## config.mk

```make
export PLATFORM = sky130hd
export DESIGN_NAME = mp_uart_rx
export DESIGN_NICKNAME = d
export VERILOG_FILES = /design/src/rtl/mprx_pkg.sv /design/src/rtl/mprx_sync.sv /design/src/rtl/mprx_frame_fsm.sv /design/src/rtl/mprx_accept.sv /design/src/rtl/mp_uart_rx.sv
export SDC_FILE = /design/constraint.sdc
export NUM_CORES = 1
export LEC_CHECK = 0
export ABC_AREA = 1
export BUFFER_PORTS_ARGS = -buffer_cell sky130_fd_sc_hd__buf_2
export CAP_MARGIN = 10
export CORE_ASPECT_RATIO = 0.75
export CORE_UTILIZATION = 60
export DETAILED_ROUTE_END_ITERATION = 8
export HOLD_SLACK_MARGIN = 0.1
export PLACE_DENSITY = 0.83
export SLEW_MARGIN = 30
export SYNTH_ARGS = -nofsm -noshare
export SYNTH_HDL_FRONTEND = slang
export SYNTH_SLANG_ARGS = --single-unit
export TNS_END_PERCENT = 10
```

## constraint.sdc

```tcl
create_clock -name clk -period 2.19 [get_ports clk]
set_input_delay 0.3285 -clock clk [delete_from_list [all_inputs] [get_ports clk]]
set_output_delay 0.3285 -clock clk [all_outputs]
set_load 0.05 [all_outputs]
```

## src/rtl/mprx_pkg.sv

```systemverilog
package mprx_pkg;

    typedef enum logic [1:0] {
        ST_IDLE,
        ST_START,
        ST_DATA,
        ST_STOP
    } rx_state_t;

    // majority of three line samples, given the count of ones seen
    function automatic logic vote_high(input logic [1:0] ones);
        return ones >= 2'd2;
    endfunction

endpackage

```

## src/rtl/mprx_sync.sv

```systemverilog
module mprx_sync #(
    parameter int STAGES = 2
) (
    input  logic clk,
    input  logic rst_n,
    input  logic d_in,
    output logic d_out
);

    logic [STAGES-1:0] chain_q;

    always_ff @(posedge clk or negedge rst_n) begin
        if (!rst_n) begin
            chain_q <= '1;
        end else begin
            chain_q <= {chain_q[STAGES-2:0], d_in};
        end
    end

    assign d_out = chain_q[STAGES-1];

endmodule

```

## src/rtl/mprx_frame_fsm.sv

```systemverilog
module mprx_frame_fsm
    import mprx_pkg::*;
#(
    parameter int OSR = 16,
    parameter int NB  = 9
) (
    input  logic          clk,
    input  logic          rst_n,
    input  logic          tick,
    input  logic          line,
    output logic          frame_end,
    output logic          stop_ok,
    output logic [NB-1:0] frame_bits
);

    localparam int CW  = $clog2(OSR);
    localparam int IW  = $clog2(NB + 1);
    localparam int MID = OSR / 2;
    localparam logic [CW-1:0] POS_FIRST = CW'(MID - 1);
    localparam logic [CW-1:0] POS_DEC   = CW'(MID + 1);
    localparam logic [CW-1:0] POS_LAST  = CW'(OSR - 1);
    localparam logic [IW-1:0] IDX_FULL  = IW'(NB);

    rx_state_t     state_q, state_d;
    logic [CW-1:0] cnt_q, cnt_d;
    logic [1:0]    ones_q, ones_d;
    logic [IW-1:0] idx_q, idx_d;
    logic [NB-1:0] sh_q, sh_d;

    logic          in_win;
    logic          at_dec;
    logic          at_end;
    logic [1:0]    ones_now;
    logic          maj;

    assign in_win   = (cnt_q >= POS_FIRST) && (cnt_q <= POS_DEC);
    assign at_dec   = (cnt_q == POS_DEC);
    assign at_end   = (cnt_q == POS_LAST);
    assign ones_now = ones_q + {1'b0, line};
    assign maj      = vote_high(ones_now);

    // state register
    always_ff @(posedge clk or negedge rst_n) begin
        if (!rst_n) begin
            state_q <= ST_IDLE;
            cnt_q   <= '0;
            ones_q  <= '0;
            idx_q   <= '0;
            sh_q    <= '0;
        end else begin
            state_q <= state_d;
            cnt_q   <= cnt_d;
            ones_q  <= ones_d;
            idx_q   <= idx_d;
            sh_q    <= sh_d;
        end
    end

    // next state
    always_comb begin
        state_d = state_q;
        cnt_d   = cnt_q;
        ones_d  = ones_q;
        idx_d   = idx_q;
        sh_d    = sh_q;
        if (tick) begin
            unique case (state_q)
                ST_IDLE: begin
                    cnt_d  = '0;
                    ones_d = '0;
                    if (!line) begin
                        state_d = ST_START;
                        cnt_d   = CW'(1);
                    end
                end
                ST_START, ST_DATA, ST_STOP: begin
                    cnt_d = at_end ? '0 : cnt_q + CW'(1);
                    if (in_win) begin
                        ones_d = ones_now;
                    end
                    if (at_end) begin
                        ones_d = '0;
                    end
                    if (state_q == ST_START) begin
                        if (at_dec && maj) begin
                            state_d = ST_IDLE;   // false start
                            cnt_d   = '0;
                            ones_d  = '0;
                        end else if (at_end) begin
                            state_d = ST_DATA;
                            idx_d   = '0;
                        end
                    end else if (state_q == ST_DATA) begin
                        if (at_dec) begin
                            sh_d  = {maj, sh_q[NB-1:1]};
                            idx_d = idx_q + IW'(1);
                        end
                        if (at_end && idx_q == IDX_FULL) begin
                            state_d = ST_STOP;
                        end
                    end else begin
                        if (at_dec) begin
                            state_d = ST_IDLE;
                            cnt_d   = '0;
                            ones_d  = '0;
                        end
                    end
                end
                default: state_d = ST_IDLE;
            endcase
        end
    end

    // outputs
    always_comb begin
        frame_end  = tick && (state_q == ST_STOP) && at_dec;
        stop_ok    = maj;
        frame_bits = sh_q;
    end

    AST_IDX_BOUND: assert property (@(posedge clk) disable iff (!rst_n)
        (state_q == ST_DATA) |-> (idx_q <= IDX_FULL)) else $error("index overrun");

    AST_END_ONE_CYCLE: assert property (@(posedge clk) disable iff (!rst_n)
        frame_end |=> (state_q == ST_IDLE)) else $error("stop not followed by idle");

endmodule

```

## src/rtl/mprx_accept.sv

```systemverilog
module mprx_accept #(
    parameter int DW = 8
) (
    input  logic          clk,
    input  logic          rst_n,
    input  logic          frame_end,
    input  logic          stop_ok,
    input  logic [DW:0]   frame_bits,
    input  logic [DW-1:0] node_addr,
    input  logic          match_en,
    input  logic          filt_wr,
    input  logic          filt_wdata,
    input  logic          clr_flags,
    output logic [DW-1:0] rx_data,
    output logic          rx_bit9,
    output logic          rx_done,
    output logic          rx_ovr,
    output logic          filt_mode
);

    logic          good_frame;
    logic          accept;
    logic          store;
    logic          hit;
    logic [DW-1:0] byte_in;
    logic          b9_in;

    assign byte_in    = frame_bits[DW-1:0];
    assign b9_in      = frame_bits[DW];
    assign good_frame = frame_end && stop_ok;
    assign accept     = good_frame && (!filt_mode || b9_in);
    assign store      = accept && (!rx_done || clr_flags);
    assign hit        = store && filt_mode && b9_in && match_en && (byte_in == node_addr);

    always_ff @(posedge clk or negedge rst_n) begin
        if (!rst_n) begin
            rx_data   <= '0;
            rx_bit9   <= 1'b0;
            rx_done   <= 1'b0;
            rx_ovr    <= 1'b0;
            filt_mode <= 1'b0;
        end else begin
            if (clr_flags) begin
                rx_done <= 1'b0;
                rx_ovr  <= 1'b0;
            end
            if (store) begin
                rx_data <= byte_in;
                rx_bit9 <= b9_in;
                rx_done <= 1'b1;
            end else if (accept) begin
                rx_ovr  <= 1'b1;
            end
            if (filt_wr) begin
                filt_mode <= filt_wdata;
            end else if (hit) begin
                filt_mode <= 1'b0;
            end
        end
    end

    AST_FILTER_BLOCKS_DATA: assert property (@(posedge clk) disable iff (!rst_n)
        ($rose(rx_done) && $past(filt_mode)) |-> rx_bit9) else $error("data frame passed filter");

    AST_RELEASE_ON_MATCH: assert property (@(posedge clk) disable iff (!rst_n)
        ($fell(filt_mode) && !$past(filt_wr)) |-> (rx_done && rx_bit9 && rx_data == $past(node_addr)))
        else $error("filter released without match");

    AST_OVR_KEEPS_DATA: assert property (@(posedge clk) disable iff (!rst_n)
        $rose(rx_ovr) |-> ($stable(rx_data) && $stable(rx_bit9))) else $error("overrun replaced data");

    AST_DONE_HELD: assert property (@(posedge clk) disable iff (!rst_n)
        (rx_done && !clr_flags) |=> rx_done) else $error("flag dropped without clear");

endmodule

```

## src/rtl/mp_uart_rx.sv

```systemverilog
module mp_uart_rx #(
    parameter int DW  = 8,
    parameter int OSR = 16
) (
    input  logic          clk,
    input  logic          rst_n,
    input  logic          rxd,
    input  logic          os_tick,
    input  logic [DW-1:0] node_addr,
    input  logic          match_en,
    input  logic          filt_wr,
    input  logic          filt_wdata,
    input  logic          clr_flags,
    output logic [DW-1:0] rx_data,
    output logic          rx_bit9,
    output logic          rx_done,
    output logic          rx_ovr,
    output logic          filt_mode
);

    localparam int NB = DW + 1;

    logic          line_s;
    logic          frame_end;
    logic          stop_ok;
    logic [NB-1:0] frame_bits;

    mprx_sync #(.STAGES(2)) u_sync (
        .clk   (clk),
        .rst_n (rst_n),
        .d_in  (rxd),
        .d_out (line_s)
    );

    mprx_frame_fsm #(.OSR(OSR), .NB(NB)) u_fsm (
        .clk        (clk),
        .rst_n      (rst_n),
        .tick       (os_tick),
        .line       (line_s),
        .frame_end  (frame_end),
        .stop_ok    (stop_ok),
        .frame_bits (frame_bits)
    );

    mprx_accept #(.DW(DW)) u_acc (
        .clk        (clk),
        .rst_n      (rst_n),
        .frame_end  (frame_end),
        .stop_ok    (stop_ok),
        .frame_bits (frame_bits),
        .node_addr  (node_addr),
        .match_en   (match_en),
        .filt_wr    (filt_wr),
        .filt_wdata (filt_wdata),
        .clr_flags  (clr_flags),
        .rx_data    (rx_data),
        .rx_bit9    (rx_bit9),
        .rx_done    (rx_done),
        .rx_ovr     (rx_ovr),
        .filt_mode  (filt_mode)
    );

endmodule

```

==> results.yml <==
outcome:
  outcome: "finished clean"
detailed_routing:
  wl_met2_um: 1590
  num_vias: 1574
  dr.pass1.iters: 4
  wirelength_met1_um: 1880
  antenna_left: 0
  wl_per_cell_um: 11.9
  viasPerCell: 5.09
  drt_iter0_drc: 112
  wl_met3_um: 164
  routed_wl_um: 3670
  drcViolationCount: 0
  top_layer: "met4"
synthesis:
  ys_seq_area_share_pct: 45.9
  synth_cells: 238
  synth.area.top_cells: "dfrtp_1 43%, nand2_1 16%, inv_1 5.3%"
  synth_top_area_cell: "dfrtp_1"
  syn_avg_cell_area_um2: 8.03
  synth_top_area_share_pct: 43.2
  syn_nets: 260
  netlist-cell-type-count: 27
  ys_ff_latch: 35
  synthesis.area_um2: 1910
  ys_warn_count: 0
timing:
  setup_slack_ns: 0.413
  setup-violations-final: 0
  slew-limit-headroom_pct: 48.7
  rsz0062_at_grt: "no"
  tightestPinTransition_ns: 0.769
  hold_ws_ns: 0.122
  fmax_mhz: 563
  clock_skew_ns: 0.00789
  finalSetupTns_ns: 0
  hold_violations: 0
  final.min_clock_period_ns: 1.78
  slew_viol_final: 0
  fin_crit_sh_pct: 81.1
flow_run:
  maxCapViolations: 0
floorplan:
  ioPinCount: 28
  dieArea_um2: 3420
  core-area_um2: 2980
  die_y_um: 50.9
  std_cell_rows: 17
  initial_utilization_pct: 64.2
  dieWidth_um: 67.2
cells_and_area:
  syn_to_final_growth_pct: 14.1
  stdcell_area_um2: 2180
  multi_input_area_um2: 885
  antenna_cells: 0
  num-fill-cells: 247
  final_nets: 292
  seqCellArea_um2: 878
  drive_gt1_share_pct: 24.0
global_route:
  antenna_found_initial: 0
  grt_pass1_wl_um: 6380
  overflow: 0
  grt_max_degree: 36
  first_global_vias: 1469
  grt_usage_pct: 25.2
placed_design:
  placed_area_um2: 2080
  io_buffers: 27
  post-place-ws_ns: 0.458
  routabilityCongestion: 0.912
  hpwl_um: 2700
critical_path:
  worstPathArrival_ns: 1.95
  startpoint: "u_sync.chain_q[1]$_DFF_PN1_"
  crit_path_max_fanout: 19
  critical_path_class: "flop to flop"
  worstSetupStartpointType: "flop"
  critPathCaptureType: "flop"
  r2r-start: "u_sync.chain_q[1]$_DFF_PN1_"
  cp.required_ns: 2.36
cts:
  path_clk_slew_ns: 0.07
  cts.repair.resized: 0
  cts_setup_buffers: 0
  htree_levels: 2
  cts_root_buffer: "clkbuf_8"
  hold_buffers: 0
  cts_tree: "built"
  worstSkewPairLatency_ns: 0.28
  ctsLongestPathBuffers: 2
  clkSinkCount: 35
  cts_buffers: 5
hold_path:
  hp-class: "primary input to async pin"
power:
  ir_worst_vdd_v: 0.000799
  p_leak_nw: 1.13
  p_per_area_nw_per_um2: 951
  power_w: 0.00207
## through the flow
| step | std cells | utilization (%) |
|---|---|---|
| after floorplan | 238 | - |
| after global placement | 301 | 69.9 |
| after detailed placement | 301 | 69.9 |
| after CTS | 309 | 73.2 |
| after global routing | 309 | 73.2 |
| final | 309 | 73.2 |
## where the power goes
group	switching (W)	internal, W
clock network	0.000215	0.000287
registers	0.000144	0.000757
logic	0.000421	0.000250
total	0.000780	0.00129
## flip-flops by register name, indices dropped and copies added, names as in the netlist, 2 cells and up
register	count
u_sync.chain_q	2
u_acc.rx_data	8
u_fsm.frame_bits	9
u_fsm.ones_q	2
u_fsm.idx_q	4
u_fsm.state_q	2
u_fsm.cnt_q	4
## final timing paths
| check | end | depth (start not counted) | slack [ns] |
|---|---|---|---|
| hold reg to reg | u_sync.chain_q[1]$_DFF_PN1_ | 0 | 0.36 |
| setup / recovery | u_acc.filt_mode$_DFFE_PN0P_ | 10 | 0.41 |
| min in group clk | u_sync.chain_q[0]$_DFF_PN1_ | 1 | 0.15 |
| max in group asynchronous | u_fsm.frame_bits[2]$_DFFE_PN0P_ | 1 | 1.58 |
| setup reg to reg | u_acc.filt_mode$_DFFE_PN0P_ | 10 | 0.41 |
| hold / removal | u_fsm.cnt_q[3]$_DFFE_PN0P_ | 1 | 0.12 |
## cells in the final DEF, fill, tap and decap left out, drive strengths merged, types with 4 or more instances in the layout
cell type and count:
nor2 16, o21ai 25, nand3 19, ha 6
dfrtp 33, xnor2 4, inv 34, buf 28
clkbuf 8, nand2 83
## kinds of logic after synthesis
family / count (synthesis) / share of synthesized area, %
adders and majority gates: 6 / 3.93
and+or+nand+nor: 122 / 28.5
buffers and inverters: 37 / 7.79
AOI/OAI and AO/OA: 31 / 10.6
xor gates and xnor gates: 7 / 3.21
DFF: 35 / 45.9
## final cells by class
class                   count  share of cell area [%]
flip-flops and latches     35                    40.3
multi-input cells         166                    40.6
clock buffers               8                    4.59
inverters                  34                    5.85
well taps                  38                    2.18
repair buffers             28                    6.54
## critical path: stages (launching register included)
cell and delay, ns:
dfstp_2 0.53, ha_1 0.19, inv_2 0.05, nand2_1 0.07, nand2_2 0.07, nor2_4 0.12, nand3_4 0.25, nor2_1 0.17
nand2_1 0.07, nand2_1 0.08, nand2_1 0.06
## routing by layer
| metal | GRT usage, % | up-vias |
|---|---|---|
| li1 | - | 814 |
| met2 | 36.0 | 36 |
| met4 | 8.87 | 0 |
| met3 | 6.70 | 7 |
| met5 | 0 | - |
| met1 | 36.7 | 717 |
## synthesized netlist by cell type, drive strengths merged
cell and number:
buf 3, o21ai 25, xor2 3, o211ai 1, nand2 83, ha 6, nand3 19, nand3b 1
xnor2 4, o22ai 1, dfrtp 33, nor2 16, a21o 1, nand4 3, dfstp 2, inv 34
a21oi 3
No activity file was read; power rests on OpenSTA's default activity.
